--- config.mk ---
export PLATFORM = sky130hd
export DESIGN_NAME = clk_out_router
export DESIGN_NICKNAME = d
export VERILOG_FILES = /design/src/rtl/clk_out_router.sv
export SDC_FILE = /design/constraint.sdc
export NUM_CORES = 1
export LEC_CHECK = 0
export CAP_MARGIN = 5
export CORE_ASPECT_RATIO = 1.25
export CORE_UTILIZATION = 40
export DETAILED_ROUTE_END_ITERATION = 16
export DONT_BUFFER_PORTS = 1
export SETUP_SLACK_MARGIN = 0.05
export SLEW_MARGIN = 20
export SYNTH_ARGS = -nofsm -noshare
export SYNTH_HDL_FRONTEND = slang
export SYNTH_SLANG_ARGS = --single-unit
--- constraint.sdc ---
create_clock -name clk -period 2.5 [get_ports clk]
set_clock_uncertainty 0.05 [all_clocks]
set_input_delay 0.5 -clock clk [delete_from_list [all_inputs] [get_ports clk]]
set_output_delay 0.5 -clock clk [all_outputs]
set_load 0.01 [all_outputs]
--- src/rtl/clk_out_router.sv ---
module clk_out_router #(
  parameter int PW = 5,
  parameter int SW = 2
) (
  input  logic                clk,
  input  logic                rst_n,
  input  logic                ref_tick,
  input  logic                pll_tick,
  input  logic                fsel,
  input  logic                mpin_in,
  input  logic                wr_en,
  input  logic [1:0]          wr_addr,
  input  logic [PW+2*SW-1:0]  wr_data,
  output logic                clk0_o,
  output logic                mpin_out,
  output logic                mpin_oe
);
  localparam int CFGW = PW + 2*SW;
  localparam int CW   = PW + 2;
  localparam logic [1:0] ROLE_PD = 2'd1, ROLE_CK = 2'd2;
  localparam logic [CFGW-1:0] CFG_RST = CFGW'(1);

  logic [CFGW-1:0] set_q [2];
  logic [CFGW-1:0] act_q;
  logic [1:0]      role_q;
  logic            fs1, fs2, pn1, pn2;
  logic [CW-1:0]   cnt_p, cnt_r;
  logic            lv_p, lv_r, lv_raw, lv_r2, half0, prev0;
  logic            run_q, g0_q, g1_q;
  logic            int0, int1;

  wire [CFGW-1:0] pend  = fs2 ? set_q[0] : set_q[1];
  wire [PW-1:0]   p_act = act_q[PW-1:0];
  wire [SW-1:0]   s0    = act_q[PW +: SW];
  wire [SW-1:0]   s1    = act_q[PW+SW +: SW];
  wire [CW-1:0]   half_n = (p_act == '0) ? CW'(2) : CW'({p_act, 1'b0});

  always_comb begin
    case (s0)
      2'd1:    int0 = lv_raw;
      2'd2:    int0 = lv_r;
      default: int0 = lv_p;
    endcase
    case (s1)
      2'd0:    int1 = lv_raw;
      2'd1:    int1 = lv_r2;
      2'd2:    int1 = int0;
      default: int1 = half0;
    endcase
  end

  wire ck_role = role_q == ROLE_CK;
  wire int1_u  = ck_role & int1;
  wire quiet   = !int0 && !int1_u;
  wire pd_req  = (role_q == ROLE_PD) && !pn2;
  wire en_req  = !((role_q != ROLE_PD) && !ck_role && !pn2);
  wire run_d   = quiet ? !pd_req : run_q;
  wire swap    = quiet && (pend != act_q);
  wire clr     = swap || !run_d;

  always_ff @(posedge clk) begin
    if (!rst_n) begin
      set_q[0] <= CFG_RST;  set_q[1] <= CFG_RST;  act_q <= CFG_RST;
      role_q <= 2'd0;
      fs1 <= 1'b1;  fs2 <= 1'b1;  pn1 <= 1'b1;  pn2 <= 1'b1;
      cnt_p <= '0;  cnt_r <= '0;
      lv_p <= 1'b0;  lv_r <= 1'b0;  lv_raw <= 1'b0;  lv_r2 <= 1'b0;
      half0 <= 1'b0;  prev0 <= 1'b0;
      run_q <= 1'b1;  g0_q <= 1'b1;  g1_q <= 1'b1;
    end else begin
      fs1 <= fsel;     fs2 <= fs1;
      pn1 <= mpin_in;  pn2 <= pn1;
      if (wr_en) begin
        case (wr_addr)
          2'd0:    set_q[0] <= wr_data;
          2'd1:    set_q[1] <= wr_data;
          2'd2:    role_q   <= wr_data[1:0];
          default: ;
        endcase
      end
      run_q <= run_d;
      if (swap) act_q <= pend;
      if (clr) begin
        cnt_p <= '0;  cnt_r <= '0;
        lv_p <= 1'b0;  lv_r <= 1'b0;  lv_raw <= 1'b0;  lv_r2 <= 1'b0;
        half0 <= 1'b0;  prev0 <= 1'b0;
      end else begin
        if (pll_tick) begin
          if (cnt_p == half_n - CW'(1)) begin
            cnt_p <= '0;
            lv_p  <= ~lv_p;
          end else cnt_p <= cnt_p + CW'(1);
        end
        if (ref_tick) begin
          if (cnt_r == half_n - CW'(1)) begin
            cnt_r <= '0;
            lv_r  <= ~lv_r;
          end else cnt_r <= cnt_r + CW'(1);
          lv_raw <= ~lv_raw;
          if (lv_raw) lv_r2 <= ~lv_r2;
        end
        if (int0 && !prev0) half0 <= ~half0;
        prev0 <= int0;
      end
      if (!int0)   g0_q <= en_req;
      if (!int1_u) g1_q <= en_req;
    end
  end

  assign clk0_o   = int0 & g0_q;
  assign mpin_out = int1_u & g1_q;
  assign mpin_oe  = ck_role;

  p_cnt_bound_r3: assert property (@(posedge clk) disable iff (!rst_n)
    cnt_p < half_n && cnt_r < half_n);
  p_swap_low_r6: assert property (@(posedge clk) disable iff (!rst_n)
    !$stable(act_q) |-> (!$past(clk0_o) && !$past(mpin_out)));
  p_gate_low_r7: assert property (@(posedge clk) disable iff (!rst_n)
    !$stable(g0_q) |-> !$past(clk0_o));
  p_pd_quiet_r8: assert property (@(posedge clk) disable iff (!rst_n)
    !run_q |-> (!clk0_o && !mpin_out));
endmodule

==> impl_metrics.toml, run 1 <==
[outcome]
run_status = "complete, no violations"

[setup_path]
setup.worst_path.class = "flip-flop to primary output"
endpoint_kind = "primary output"
required_ps = 1950
crit_fanout = 4
worst_setup_path_start_kind = "flip-flop"
cp.arrival_ps = 1820

[timing]
fin_setup_tns_ps = 0
rsz0062_at_grt = "no"
worst_pin_slew_ps = 676
holdWs_ps = 196
hold_viol = 0
slew_violations = 0
relSlewSlack_pct = 53.7
setup-violations-final = 0
final.period_utilization_pct = 94.6
fmax_mhz = 423
period_minus_slack_ps = 2370

[clocking]
clockRootBuffer = "clkbuf_8"
clk_latency_ps = 310
path_clk_slew_ps = 100
htree_levels = 2
cts_tree = "built"
cts_buffer_depth = 2
cts_sinks = 56
cts_buffers = 5

[synthesis]
ys_top_cells_by_count = "dfxtp_1, xnor2_1, edfxtp_1, nor2_1"
ys_ff_latch = 56
synth_top_cell_by_area = "dfxtp_1"
syn_inst = 290
synthArstFlopShare_pct = 0
ys_types = 48
synthesis.area_um2 = 2910
synth_area_leaders = "dfxtp_1, edfxtp_1, xnor2_1"
ys_warn_count = 0
mappedNetlistNets = 315
synth_flop_cell = "dfxtp_1"
synth_top_cell_area_share_pct = 26.1
avgSynthCellArea_um2 = 10.0
ys_seq_area_share_pct = 44.7
synth_edf_count = 18
yosysMostFrequentCell = "dfxtp_1"

[hold_path]
hold_class = "input pin to flip-flop"

[die]
fp.dieW_um = 78.3
core_region_area_um2 = 7020
pin_count = 21
initial_core_util_pct = 41.5
die_area_um2 = 7620
die-height_um = 97.4
rows = 34

[detailed_routing]
vias = 2162
dr.pass1.iters = 4
drc_errors = 0
wire_per_inst_um = 14.1
ant_nets = 0
routed_wl_um = 5610
vias_per_cell = 5.42
drtIter0Drc = 96

[finish]
final_nets = 333
n_antenna_cell = 0
layout-drive-gt1-share_pct = 17.5
seqCellArea_um2 = 1310
fin_area_um2 = 3390
utilization_pct = 48.3
nFillCells = 661
areaGrowthSynthToFinish_pct = 16.4
multi_input_area_um2 = 1570

[grt]
grt_max_degree = 20
grt_pass1_vias = 2079
grt_usage_pct = 15.7
grt_overflow = 0
antenna_found_initial = 0
grt_pass1_wl_um = 9620

[placement]
place_area_um2 = 3140
dp_hpwl_um = 4110
io_buffer_count = 0
globalplace.congestion = 0.922

[power_and_ir_drop]
p_per_area_nw_per_um2 = 1050
leakage_nw = 1.24
power_mw = 3.55
peakVddDrop_mv = 0.392

[flow_run]
drv_cap = 0
state kept, by name, summed over array words and instances, names as in the netlist, 2 cells and up:
signal and flops:
set_q 18, act_q 9, cnt_p 7, role_q 2, cnt_r 7
layout by cell type, fill, tap and decap left out, drive strengths merged, types with 10 or more instances in the layout:
| master | Yosys | final |
|---|---|---|
| a211oi | 16 | 16 |
| edfxtp | 18 | 18 |
| buf | 5 | 25 |
| inv | 10 | 10 |
| o21ai | 10 | 10 |
| nor2 | 18 | 18 |
| dfxtp | 38 | 38 |
| nand4 | 10 | 10 |
| and2 | 12 | 12 |
| xor2 | 12 | 12 |
| mux2i | 15 | 15 |
| xnor2 | 24 | 24 |
| nand2 | 15 | 15 |
critical path: stages, from the launching register on:
cell     delay (ps)
dfxtp_4         380
inv_1            40
ha_1            290
nor2b_2         180
o311a_1         340
nor2_2          120
and2_4          170
worst paths after layout:
path / start / end / slack (ps) / cells past startpoint
max reg2reg: act_q[4]$_SDFFE_PN0P_ / lv_p$_SDFFE_PP0P_ / 160 / 8
max: act_q[5]$_SDFFE_PN0P_ / mpin_out / 130 / 6
min reg2reg: pn1$_SDFF_PN1_ / pn2$_SDFF_PN1_ / 360 / 1
min: rst_n / g1_q$_SDFFE_PN1N_ / 200 / 1
final cells by class:
type | count | share of cell area [%]
well taps | 90 | 3.32
inverters | 10 | 1.11
clock buffers | 6 | 2.77
flip-flops and latches | 56 | 38.6
multi-input cells | 210 | 46.3
repair buffers | 25 | 6.13
clock inverters | 2 | 1.77
cells by family after synthesis:
group,count (synthesis),share of synthesized area (%)
simple gates,94,17.9
compound gates,57,14.1
flops,56,44.7
xor+xnor,36,10.8
buf+inv,24,3.78
mux,16,5.67
fa+ha+maj,7,3.01
where the power goes:
part / switching (mW) / total, mW / internal [mW] / leakage (nW)
sequential: 0.131 / 1.22 / 1.09 / 0.489
combinational: 0.844 / 1.58 / 0.733 / 0.677
clock: 0.299 / 0.759 / 0.460 / 0.0765
per-stage QoR:
step	setup WS [ps]	instances
final	134	399
after floorplan	57.6	290
after global routing	44.9	399
after global placement	128	388
after detailed placement	1.45	388
after CTS	51.9	397
timing repair:
action / CTS / global route
resized for setup: 5 / 13
pin swaps: 1 / 8
setup buffers: 1 / 2
hold buffers: 0 / 0
endpoints found under the setup margin: 3 / 12
metal layers:
| layer | GRT usage, % | vias up | wire length [µm] |
|---|---|---|---|
| met1 | 19.3 | 1011 | 2460 |
| met2 | 27.1 | 53 | 2860 |
| li1 | - | 1091 | - |
| met3 | 3.00 | 7 | 195 |
| met4 | 5.56 | 0 | 95 |
| met5 | 0 | - | 0 |
(Power assumes the default switching activity.)
==> inputs of run 2 (changes only) <==
- SKIP_CTS_REPAIR_TIMING: not set -> 1
- clock period: 2.5 -> 2.1 ns (I/O delays scaled with it)
==> run 2 against run 1 <==
Effect of this change:
- the run now ends with negative setup slack left
- via count increased by 7.9%
- sequential power is 20% higher
- core utilization rose by 7.6 points
- critical path type is now flip-flop to flip-flop
- critical endpoint is now lv_r$_SDFFE_PP0P_
- largest cell class unchanged
- largest power group unchanged
==> impl_metrics.toml, run 2 (synthesis gave the netlist of run 1 again) <==
[timing]
relSlewSlack_pct = 51.1
rsz0062_at_grt = "yes"
hold_viol = 0
worst_pin_slew_ps = 719
period_minus_slack_ps = 2320
worst_slack_ps = -224
fin_setup_tns_ps = -1760
final.period_utilization_pct = 111
fmax_mhz = 430
holdWs_ps = 110
setup-violations-final = 20
slew_violations = 0

[clocking]
htree_levels = 2
clockRootBuffer = "clkbuf_8"
cts_tree = "built"
path_clk_slew_ps = 100
clk_latency_ps = 310
cts_sinks = 56
cts_buffer_depth = 2
cts_buffers = 5

[placement]
place_ws_ps = -367
globalplace.congestion = 0.873
place_area_um2 = 3400
io_buffer_count = 0
dp_hpwl_um = 4350

[finish]
seqCellArea_um2 = 1310
top_regs = "set_q (18), act_q (9)"
final_nets = 367
multi_input_area_um2 = 1830
areaGrowthSynthToFinish_pct = 34.7
regMostFlops = "set_q"
utilization_pct = 55.9
largest_reg_flops = 18
mostFrequentLayoutCells = "buf_4, dfxtp_1, xnor2_1"
final_common_cell = "buf_4"
fin_area_um2 = 3920
nFillCells = 608
n_antenna_cell = 0
layout-drive-gt1-share_pct = 37.3

[power_and_ir_drop]
leakage_nw = 1.40
p_per_area_nw_per_um2 = 1240
peakVddDrop_mv = 0.521

[hold_path]
hold_class = "input pin to flip-flop"
min_path_cells = 1
worstHoldEndpoint = "g0_q$_SDFFE_PN1P_"
hp-start = "rst_n"

[setup_path]
setup.worst_path.class = "flip-flop to flip-flop"
worst_setup_path_start_kind = "flip-flop"
required_ps = 2290
timing.rr.start = "act_q[4]$_SDFFE_PN0P_"
crit_fanout = 2
cp.arrival_ps = 2510
rrSetupSlack_ps = -220
endpoint_kind = "flip-flop"
regToRegEndpoint = "lv_r$_SDFFE_PP0P_"
r2r_cells = 9

[die]
core_region_area_um2 = 7020
initial_core_util_pct = 41.5
fp.dieW_um = 78.3
die_area_um2 = 7620
pin_count = 21
die-height_um = 97.4
rows = 34

[grt]
grt_pass1_vias = 2124
grt_pass1_wl_um = 9520
grt_overflow = 0
grt_usage_pct = 15.8
grt_max_degree = 20
antenna_found_initial = 0

[detailed_routing]
wire_per_inst_um = 14.6
vias_per_cell = 5.39
routed_wl_um = 6320
vias = 2333
ant_nets = 0
dr.pass1.iters = 5
drtIter0Drc = 107
drc_errors = 0

[outcome]
violations = "negative setup slack"
run_status = "finished with violations"

[flow_run]
drv_cap = 0
run 2: cell types whose count changed in the layout (fill, tap and decap cells not counted), moves of 5 or more:
cell     change
buf_4       +23
mux2i_1      -8
a21oi_1      -6
a22oi_1      -6
a22oi_2      +6
a21oi_2      +5
buf_6        +5
run 2: worst max-delay path, stage by stage, from the launching register on:
cell	delay, ps
dfxtp_2	340
nor4_4	310
nor2_2	100
ha_4	230
buf_4	130
xnor2_1	120
nor3b_2	210
nand4_1	130
or4_1	440
a22oi_1	190
run 2: stage by stage:
stage | power, mW | cells
after floorplan | 2.73 | 290
after global placement | 3.55 | 416
after detailed placement | 3.58 | 416
after CTS | 4.21 | 424
after global routing | 5.16 | 433
final | 4.86 | 433
run 2: how the worst max path moves through the flow:
| stage | slack, ps | depth (start not counted) | from | endpoint |
|---|---|---|---|---|
| global placement | -240 | 8 | act_q[1]$_SDFFE_PN0P_ | lv_p$_SDFFE_PP0P_ |
| global route | -340 | 9 | act_q[4]$_SDFFE_PN0P_ | lv_r$_SDFFE_PP0P_ |
| detailed placement | -370 | 8 | act_q[1]$_SDFFE_PN0P_ | lv_p$_SDFFE_PP0P_ |
| finish | -220 | 9 | act_q[4]$_SDFFE_PN0P_ | lv_r$_SDFFE_PP0P_ |
| floorplan | -320 | 9 | act_q[3]$_SDFFE_PN0P_ | lv_p$_SDFFE_PP0P_ |
| CTS | -410 | 8 | act_q[1]$_SDFFE_PN0P_ | lv_p$_SDFFE_PP0P_ |
run 2: power by group:
group	internal (mW)	switching [mW]
registers	1.30	0.170
logic	1.43	1.34
clock network	0.268	0.352
run 2: layer usage:
| metal | track usage (%) | wire length (µm) |
|---|---|---|
| met5 | 0 | 0 |
| met3 | 3.38 | 196 |
| met4 | 4.99 | 144 |
| met2 | 28.3 | 3350 |
| met1 | 18.4 | 2630 |
run 2: final cells by class:
class / count / share of cell area [%]
Clock buffer: 6 / 2.11
Clock inverter: 2 / 0.383
Inverter: 10 / 0.957
Multi-Input combinational cell: 210 / 46.6
Sequential cell: 56 / 33.4
Tap cell: 90 / 2.87
Timing Repair Buffer: 59 / 13.7
